$ cat src/rtl/stk_exec_pkg.sv
package stk_exec_pkg;

  localparam int OPC_W = 5;
  typedef logic [OPC_W-1:0] opc_t;

  localparam opc_t OP_FETCH_P  = 5'h08;
  localparam opc_t OP_FETCH_AI = 5'h09;
  localparam opc_t OP_FETCH_B  = 5'h0a;
  localparam opc_t OP_FETCH_A  = 5'h0b;
  localparam opc_t OP_STORE_P  = 5'h0c;
  localparam opc_t OP_STORE_AI = 5'h0d;
  localparam opc_t OP_STORE_B  = 5'h0e;
  localparam opc_t OP_STORE_A  = 5'h0f;
  localparam opc_t OP_MULSTEP  = 5'h10;
  localparam opc_t OP_SHL      = 5'h11;
  localparam opc_t OP_SHR      = 5'h12;
  localparam opc_t OP_INV      = 5'h13;
  localparam opc_t OP_ADD      = 5'h14;
  localparam opc_t OP_AND      = 5'h15;
  localparam opc_t OP_XOR      = 5'h16;
  localparam opc_t OP_DROP     = 5'h17;
  localparam opc_t OP_DUP      = 5'h18;
  localparam opc_t OP_RPOP     = 5'h19;
  localparam opc_t OP_OVER     = 5'h1a;
  localparam opc_t OP_GETA     = 5'h1b;
  localparam opc_t OP_NOP      = 5'h1c;
  localparam opc_t OP_RPUSH    = 5'h1d;
  localparam opc_t OP_SETB     = 5'h1e;
  localparam opc_t OP_SETA     = 5'h1f;

  typedef enum logic [1:0] {
    STK_HOLD = 2'd0,
    STK_PUSH = 2'd1,
    STK_POP  = 2'd2
  } stk_cmd_e;

  typedef enum logic [1:0] {
    ASRC_P    = 2'd0,
    ASRC_A    = 2'd1,
    ASRC_B    = 2'd2,
    ASRC_NONE = 2'd3
  } asrc_e;

  typedef enum logic [2:0] {
    TSRC_KEEP = 3'd0,
    TSRC_ALU  = 3'd1,
    TSRC_S    = 3'd2,
    TSRC_R    = 3'd3,
    TSRC_A    = 3'd4,
    TSRC_MEM  = 3'd5
  } tsrc_e;

  typedef struct packed {
    stk_cmd_e ds;
    stk_cmd_e rs;
    logic     rd;
    logic     wr;
    asrc_e    asrc;
    logic     inc_p;
    logic     inc_a;
    tsrc_e    tsrc;
    logic     a_ld;
    logic     b_ld;
    logic     r_ld;
    logic     mul;
  } ctl_t;

endpackage

$ cat src/rtl/stk_exec_decode.sv
module stk_exec_decode
  import stk_exec_pkg::*;
(
  input  logic [OPC_W-1:0] op,
  output ctl_t             ctl
);

  always_comb begin
    ctl       = '0;
    ctl.ds    = STK_HOLD;
    ctl.rs    = STK_HOLD;
    ctl.asrc  = ASRC_NONE;
    ctl.tsrc  = TSRC_KEEP;
    case (op)
      OP_FETCH_P:  begin ctl.ds = STK_PUSH; ctl.rd = 1'b1; ctl.asrc = ASRC_P; ctl.inc_p = 1'b1; ctl.tsrc = TSRC_MEM; end
      OP_FETCH_AI: begin ctl.ds = STK_PUSH; ctl.rd = 1'b1; ctl.asrc = ASRC_A; ctl.inc_a = 1'b1; ctl.tsrc = TSRC_MEM; end
      OP_FETCH_B:  begin ctl.ds = STK_PUSH; ctl.rd = 1'b1; ctl.asrc = ASRC_B; ctl.tsrc = TSRC_MEM; end
      OP_FETCH_A:  begin ctl.ds = STK_PUSH; ctl.rd = 1'b1; ctl.asrc = ASRC_A; ctl.tsrc = TSRC_MEM; end
      OP_STORE_P:  begin ctl.ds = STK_POP;  ctl.wr = 1'b1; ctl.asrc = ASRC_P; ctl.inc_p = 1'b1; ctl.tsrc = TSRC_S; end
      OP_STORE_AI: begin ctl.ds = STK_POP;  ctl.wr = 1'b1; ctl.asrc = ASRC_A; ctl.inc_a = 1'b1; ctl.tsrc = TSRC_S; end
      OP_STORE_B:  begin ctl.ds = STK_POP;  ctl.wr = 1'b1; ctl.asrc = ASRC_B; ctl.tsrc = TSRC_S; end
      OP_STORE_A:  begin ctl.ds = STK_POP;  ctl.wr = 1'b1; ctl.asrc = ASRC_A; ctl.tsrc = TSRC_S; end
      OP_MULSTEP:  begin ctl.tsrc = TSRC_ALU; ctl.mul = 1'b1; end
      OP_SHL, OP_SHR, OP_INV: ctl.tsrc = TSRC_ALU;
      OP_ADD, OP_AND, OP_XOR: begin ctl.ds = STK_POP; ctl.tsrc = TSRC_ALU; end
      OP_DROP:     begin ctl.ds = STK_POP;  ctl.tsrc = TSRC_S; end
      OP_DUP:      ctl.ds = STK_PUSH;
      OP_RPOP:     begin ctl.ds = STK_PUSH; ctl.rs = STK_POP; ctl.tsrc = TSRC_R; end
      OP_OVER:     begin ctl.ds = STK_PUSH; ctl.tsrc = TSRC_S; end
      OP_GETA:     begin ctl.ds = STK_PUSH; ctl.tsrc = TSRC_A; end
      OP_NOP:      ctl.tsrc = TSRC_KEEP;
      OP_RPUSH:    begin ctl.ds = STK_POP;  ctl.rs = STK_PUSH; ctl.tsrc = TSRC_S; ctl.r_ld = 1'b1; end
      OP_SETB:     begin ctl.ds = STK_POP;  ctl.tsrc = TSRC_S; ctl.b_ld = 1'b1; end
      OP_SETA:     begin ctl.ds = STK_POP;  ctl.tsrc = TSRC_S; ctl.a_ld = 1'b1; end
      default:     ctl.tsrc = TSRC_KEEP;
    endcase
  end

endmodule

$ cat src/rtl/stk_exec_alu.sv
module stk_exec_alu
  import stk_exec_pkg::*;
#(
  parameter int DW = 32
) (
  input  logic [OPC_W-1:0] op,
  input  logic [DW-1:0]    t,
  input  logic [DW-1:0]    s,
  input  logic [DW-1:0]    a,
  output logic [DW-1:0]    res,
  output logic [DW-1:0]    a_mul
);

  logic [DW:0] mstep_sum;

  // Multiply step: conditional add into a carry-extended T, then the
  // carry, T and A shift right together by one bit.
  always_comb begin
    mstep_sum = {1'b0, t} + (a[0] ? {1'b0, s} : {(DW+1){1'b0}});
    a_mul     = {mstep_sum[0], a[DW-1:1]};
  end

  always_comb begin
    case (op)
      OP_MULSTEP: res = mstep_sum[DW:1];
      OP_SHL:     res = {t[DW-2:0], 1'b0};
      OP_SHR:     res = {t[DW-1], t[DW-1:1]};
      OP_INV:     res = ~t;
      OP_ADD:     res = t + s;
      OP_AND:     res = t & s;
      OP_XOR:     res = t ^ s;
      default:    res = t;
    endcase
  end

endmodule

$ cat src/rtl/stk_exec_mem.sv
module stk_exec_mem
  import stk_exec_pkg::*;
#(
  parameter int DW = 32
) (
  input  logic          issue,
  input  logic          rd_req,
  input  logic          wr_req,
  input  asrc_e         asrc,
  input  logic          inc_p,
  input  logic          inc_a,
  input  logic [DW-1:0] p,
  input  logic [DW-1:0] a,
  input  logic [DW-1:0] b,
  input  logic [DW-1:0] t,
  output logic [DW-1:0] addr,
  output logic [DW-1:0] wdata,
  output logic          rd,
  output logic          wr,
  output logic          p_step_we,
  output logic [DW-1:0] p_step,
  output logic          a_step_we,
  output logic [DW-1:0] a_step
);

  localparam int PORT_BIT = DW - 1;

  always_comb begin
    case (asrc)
      ASRC_P:  addr = p;
      ASRC_A:  addr = a;
      ASRC_B:  addr = b;
      default: addr = '0;
    endcase
  end

  assign wdata = t;
  assign rd    = issue & rd_req;
  assign wr    = issue & wr_req;

  // Post-increment only while the register points into RAM.
  assign p_step_we = inc_p & ~p[PORT_BIT];
  assign p_step    = p + DW'(1);
  assign a_step_we = inc_a & ~a[PORT_BIT];
  assign a_step    = a + DW'(1);

endmodule

$ cat src/rtl/stk_exec_unit.sv
module stk_exec_unit
  import stk_exec_pkg::*;
#(
  parameter int DW = 32
) (
  input  logic          clk,
  input  logic          rst_n,
  input  logic          op_valid,
  input  logic [4:0]    op_code,
  input  logic [DW-1:0] t_in,
  input  logic [DW-1:0] s_in,
  input  logic [DW-1:0] r_in,
  input  logic [DW-1:0] a_in,
  input  logic [DW-1:0] p_in,
  input  logic [DW-1:0] mem_rdata,
  output logic [DW-1:0] mem_addr,
  output logic [DW-1:0] mem_wdata,
  output logic          mem_rd,
  output logic          mem_wr,
  output logic          res_valid,
  output logic [DW-1:0] t_out,
  output logic [1:0]    ds_cmd,
  output logic [DW-1:0] r_out,
  output logic [1:0]    rs_cmd,
  output logic [DW-1:0] a_out,
  output logic          a_we,
  output logic [DW-1:0] p_out,
  output logic          p_we
);

  localparam logic [DW-1:0] B_RST = {1'b1, {(DW-1){1'b0}}};

  // Reset: asserted asynchronously, released through two flops.
  logic [1:0] rst_sync_q;
  logic       rst_ok;

  always_ff @(posedge clk or negedge rst_n) begin
    if (!rst_n) rst_sync_q <= 2'b00;
    else        rst_sync_q <= {rst_sync_q[0], 1'b1};
  end
  assign rst_ok = rst_sync_q[1];

  logic issue;
  assign issue = op_valid & rst_ok;

  ctl_t          ctl;
  logic [DW-1:0] alu_res, a_mul;
  logic [DW-1:0] b_q;
  logic          p_step_we, a_step_we;
  logic [DW-1:0] p_step, a_step;

  stk_exec_decode u_dec (
    .op  (op_code),
    .ctl (ctl)
  );

  stk_exec_alu #(.DW(DW)) u_alu (
    .op    (op_code),
    .t     (t_in),
    .s     (s_in),
    .a     (a_in),
    .res   (alu_res),
    .a_mul (a_mul)
  );

  stk_exec_mem #(.DW(DW)) u_mem (
    .issue     (issue),
    .rd_req    (ctl.rd),
    .wr_req    (ctl.wr),
    .asrc      (ctl.asrc),
    .inc_p     (ctl.inc_p),
    .inc_a     (ctl.inc_a),
    .p         (p_in),
    .a         (a_in),
    .b         (b_q),
    .t         (t_in),
    .addr      (mem_addr),
    .wdata     (mem_wdata),
    .rd        (mem_rd),
    .wr        (mem_wr),
    .p_step_we (p_step_we),
    .p_step    (p_step),
    .a_step_we (a_step_we),
    .a_step    (a_step)
  );

  // Next-state selection
  logic [DW-1:0] t_nxt, r_nxt, a_nxt, p_nxt;
  logic          a_we_nxt, p_we_nxt;

  always_comb begin
    case (ctl.tsrc)
      TSRC_ALU: t_nxt = alu_res;
      TSRC_S:   t_nxt = s_in;
      TSRC_R:   t_nxt = r_in;
      TSRC_A:   t_nxt = a_in;
      TSRC_MEM: t_nxt = mem_rdata;
      default:  t_nxt = t_in;
    endcase

    r_nxt = ctl.r_ld ? t_in : r_in;

    if (ctl.mul) begin
      a_nxt = a_mul;  a_we_nxt = 1'b1;
    end else if (ctl.a_ld) begin
      a_nxt = t_in;   a_we_nxt = 1'b1;
    end else if (a_step_we) begin
      a_nxt = a_step; a_we_nxt = 1'b1;
    end else begin
      a_nxt = a_in;   a_we_nxt = 1'b0;
    end

    p_we_nxt = p_step_we;
    p_nxt    = p_step_we ? p_step : p_in;
  end

  // Result registers: command pulses every cycle, data under issue enable.
  logic          vld_q, a_we_q, p_we_q;
  stk_cmd_e      ds_q, rs_q;
  logic [DW-1:0] t_q, r_q, a_q, p_q;

  always_ff @(posedge clk or negedge rst_ok) begin
    if (!rst_ok) begin
      vld_q  <= 1'b0;
      ds_q   <= STK_HOLD;
      rs_q   <= STK_HOLD;
      a_we_q <= 1'b0;
      p_we_q <= 1'b0;
      t_q    <= '0;
      r_q    <= '0;
      a_q    <= '0;
      p_q    <= '0;
      b_q    <= B_RST;
    end else begin
      vld_q  <= issue;
      ds_q   <= issue ? ctl.ds : STK_HOLD;
      rs_q   <= issue ? ctl.rs : STK_HOLD;
      a_we_q <= issue & a_we_nxt;
      p_we_q <= issue & p_we_nxt;
      if (issue) begin
        t_q <= t_nxt;
        r_q <= r_nxt;
        a_q <= a_nxt;
        p_q <= p_nxt;
      end
      if (issue && ctl.b_ld) begin
        b_q <= t_in;
      end
    end
  end

  assign res_valid = vld_q;
  assign t_out     = t_q;
  assign ds_cmd    = ds_q;
  assign r_out     = r_q;
  assign rs_cmd    = rs_q;
  assign a_out     = a_q;
  assign a_we      = a_we_q;
  assign p_out     = p_q;
  assign p_we      = p_we_q;

endmodule

$ cat config.mk
export PLATFORM = sky130hd
export DESIGN_NAME = stk_exec_unit
export DESIGN_NICKNAME = d
export VERILOG_FILES = /design/src/rtl/stk_exec_pkg.sv /design/src/rtl/stk_exec_decode.sv /design/src/rtl/stk_exec_alu.sv /design/src/rtl/stk_exec_mem.sv /design/src/rtl/stk_exec_unit.sv
export SDC_FILE = /design/constraint.sdc
export NUM_CORES = 1
export LEC_CHECK = 0
export ABC_AREA = 1
export BUFFER_PORTS_ARGS = -buffer_cell sky130_fd_sc_hd__clkbuf_2
export CORE_ASPECT_RATIO = 0.75
export CORE_MARGIN = 8
export CORE_UTILIZATION = 51
export DETAILED_ROUTE_END_ITERATION = 7
export PLACE_DENSITY = 0.77
export SYNTH_ARGS = -nofsm -noshare
export SYNTH_HDL_FRONTEND = slang
export SYNTH_SLANG_ARGS = --single-unit
$ cat constraint.sdc
create_clock -name clk -period 5.4 [get_ports clk]
set_input_delay 0.54 -clock clk [delete_from_list [all_inputs] [get_ports clk]]
set_output_delay 0.54 -clock clk [all_outputs]
set_load 0.005 [all_outputs]
==> results list <==
- Upper clock frequency limit: about 280 MHz
* Final standard cell count with taps included and fillers excluded: 3,699
* Post-Syn Area: around 0.017 mm^2
- When the netlist entered floorplanning its net count stood at about 3,200.
- Top-Level Pins: about 400
* Vias post-DR: 22,100
- The worst pin sits at a relative slew slack of 14.5%.
- Share of layout cells above drive strength 1: between 15 and 20%
* Dpl hpwl: about 66 mm
- After detailed routing, the number of remaining DRC violations is 0.
- After the first detailed-routing iteration, the DRC count stood at between 3,000 and 4,000.
- After clock tree synthesis, the flow added hold-fix buffers numbering 1.
- For this configuration, the core starts out at a cell density of between 50% and 60%.
- Crit Path Category: primary input to flip-flop
- In this run the core area contains 58 standard-cell rows.
* Worst-skew pair later-pin latency: around 0.45 ns
* Setup Total Neg Slack: 0 ns
* Buffer type at the clock tree root: clkbuf_16
* Cell mode on critical path: nand2_1
- WL per Instance: 22.6 um
- At the worst endpoint, the required time is 5.74 ns.
- The longest clock path from root to sink contains 2 buffers.
- The cell family contributing the most delay on the critical path is simple AND/OR/NAND/NOR gates.
* Critical path buffers and inverters: 4
- Data arrival time of the worst path: slightly below 4 ns
- In the final design database the tool counted between 3,000 and 4,000 nets.
* Largest net degree at the start of global routing: 86
* Total setup buffers inserted after CTS: 0
- Across the run, the number of max-cap violations was 0.
- Number of buffer cells added on primary ports: 400
- The final layout contains routed wiring with a total length of ~84 mm.
- Final clock period utilization by the worst path: between 60% and 70%
- Number of sinks on the clock net: approximately 170
* Antenna violations before repair: 9
- Worst Setup Slack post-DPL: approximately 1.5 ns
* Sort of element at the start of the critical path: primary input
* Maximum fanout count along the critical path: 37
* DIE AREA: about 0.040 mm^2
- Post-CTS repair changed the size of 0 cells.
* Post-synth EDFFs: 0
- Number of placed instances with taps included: around 3,700
- Counting flops and latches in the post-synthesis netlist gives between 150 and 200.
- Once placement finished, the instance area stood at between 0.015 and 0.02 mm^2.
* Total global routing overflow: 0
* Core region area: roughly 0.033 mm^2
* Router iterations before antenna repair: 6
* Mean number of vias per cell: 5.97
* Number of global-route vias before repair: 20,900
- Unrepaired setup endpoints after global routing: no
- Clock transition at the registers of the reported paths: ~0.070 ns
* Layout Skew: 0.00941 ns
- The first global-routing pass estimated around 130 mm of wire.
- Global routing consumed, over all layers together, between 40% and 50% of the routing resources.
* Switching power share of the total: between 30% and 40%
- Fraction of power consumed by the clock network: 30.4%
- In the synthesized netlist the async set-or-reset flop fraction comes to 100%.
- Setup violations remaining at the end of the flow were counted as 0.
- With fillers left out, the area of the finished cells amounts to approximately 0.02 mm^2.
- The worst-case IR drop observed on VDD is approximately 0.22 mV.
- In this run the horizontal extent of the chip is between 200 and 250 um.
- For this run, the leading register cell type out of synthesis is dfrtp_1.
* Combinational group share of total power: between 30% and 40%
- The area growth from synthesis to layout is 15.8%.
* Hold violation total from the final report: 0
- The Yosys step of the flow raised 0 warnings.
* Count of cell types in the netlist: 55
- The congestion estimate from routability-driven global placement came to about 1.1.
* Minimum clock period: 3.57 ns
- Least setup slack across all paths after layout: 1.83 ns
- TritonCTS built the clock tree.
- Worst-path cell chain: clkbuf_2 > nand2_1 > inv_1 > ha_1 > inv_1 > fa_1 > inv_1 > nand2_1 > o21ai_0 > nand2_1 > nand2_1 > nand2_1 > nand3_1 > nand2_1 > nand3_1 > nand3_1 > nand2_1 > nand2_1 > nand2_1 > nand2_1
- Remaining number of nets flagged by the antenna check after routing: 0
* Sequential share of the synthesized area: between 20% and 30%
- The max-slew violation count came to 0.
* Delay of the slowest cell on the worst path: between 0.6 and 0.7 ns
- The tightest min-delay check is of the flip-flop to asynchronous set/reset pin type.
- A synthesized cell averages slightly below 6 um^2.
* Run status: finished clean
- Number of fill cells: 3,366
- Number of buffers inserted during clock tree synthesis: 17
* Cell with the biggest individual delay on the critical path: clkbuf_2
* CTS H-Tree Depth: 4
- STA classifies the critical path endpoint as a flip-flop.
- The analysis attributes to net switching a power of ~1700 uW.
- The cell count after synthesis came out at around 2,900.
* Worst Max-Slew Pin Slew: between 1 and 1.5 ns
- Sequential share of power: a little over a third
- Measured along the y axis, the die boundary spans ~170 um.
* Internal Pwr Total: 2720 uW
- The analysis attributes to cell leakage a power of roughly 0.011 uW.
- For this design the ratio of total power to cell area is ~220 mW/mm^2.
==> routing by layer <==
metal / GRT usage (%) / share of wire, % / wire [um]
met4: 20.8 / 5.5 / 4560
met5: 0 / 0.020 / 17
met1: 52.7 / 39 / 32700
met3: 10.8 / 13 / 10900
met2: 60.1 / 42 / 35300
==> cell usage in the layout (no fill, tap or decap), types with 18 or more instances in the layout <==
cell type,n
xor2_1,41
dfrtp_1,167
clkbuf_2,400
o221ai_1,30
a21oi_1,111
o22ai_1,45
nand3_1,176
nand4_1,29
o211ai_1,20
inv_1,419
nor2_1,210
o2111ai_1,18
nand2_1,1051
nor3_1,57
o21ai_0,230
ha_1,66
buf_4,20
==> kinds of logic (layout without fill, tap and decap cells) <==
family	after synthesis	after routing	synth area share [%]
compound gates	488	488	16.4
fa+ha+maj	68	68	5.04
xor+xnor	46	46	2.35
buf+inv	569	882	13.3
other cells	1	9	0.0218
flops	169	169	24.6
simple gates	1587	1587	38.3
==> final cells by class <==
class | count | area, um^2 | area share, %
flip-flops and latches | 169 | 4230 | 21.3
multi-input cells | 2190 | 10700 | 53.7
diodes | 8 | 20.0 | 0.101
well taps | 450 | 563 | 2.83
clock inverters | 12 | 174 | 0.874
repair buffers | 421 | 2160 | 10.9
inverters | 429 | 1610 | 8.11
clock buffers | 20 | 447 | 2.24
==> registers in the layout (all words and copies together), names as in the netlist <==
name / flops
ds_cmd: 2
b_q: 32
a_out: 32
p_out: 32
a_we: 1
res_valid: 1
t_out: 32
rst_sync_q: 2
rs_cmd: 2
p_we: 1
r_out: 32
==> worst register-to-register path: stages, from the launching register on <==
cell,delay [ns]
dfrtp_4,0.62
nand2_4,0.41
buf_4,0.60
buf_4,0.81
a21oi_1,0.16
nand2_1,0.11
nand2_1,0.06
==> through the flow <==
step,power [uW],util (%),hold WS (ns)
2_1_floorplan,2370,-,0.244
3_3_place_gp,3010,57.7,0.213
3_5_place_dp,3040,57.7,0.216
4_1_cts,4360,59.6,0.224
5_1_grt,4620,59.6,0.239
6_report,4420,59.6,0.220
==> cell usage after synthesis (18+ instances only) <==
cell	instances	share of area, %
nor3_1	57	1.7
nand2_1	1052	23
a21oi_1	111	3.2
ha_1	66	4.8
nand3_1	176	5.1
o2111ai_1	18	0.92
o21ai_0	230	6.7
o211ai_1	20	0.87
clkbuf_1	89	1.9
o22ai_1	45	1.6
nand4_1	29	1.1
o221ai_1	30	1.5
buf_4	32	1.4
xor2_1	41	2.1
nor2_1	213	4.7
inv_1	421	9.2
dfrtp_1	168	24
==> power groups by stage <==
stage	logic, uW	clock network (uW)	registers [uW]
global route	1640	1390	1590
floorplan	794	0	1580
detailed placement	1440	0	1590
finish	1490	1340	1580
global placement	1420	0	1590
CTS	1450	1340	1570
==> worst paths after layout <==
kind / depth (start not counted) / from / slack (ns) / endpoint
setup / recovery: 20 / a_in[0] / 1.83 / t_out[23]
hold reg to reg: 0 / rst_sync_q[1] / 0.22 / p_out[4]
max in group asynchronous: 1 / rst_sync_q[1] / 3.84 / t_out[21]
hold / removal: 0 / rst_sync_q[1] / 0.22 / p_out[4]
setup reg to reg: 6 / rst_sync_q[1] / 2.53 / a_out[30]
min in group clk: 0 / rst_sync_q[0] / 0.35 / rst_sync_q[1]
Note: power is estimated with default switching activity, not from simulation.
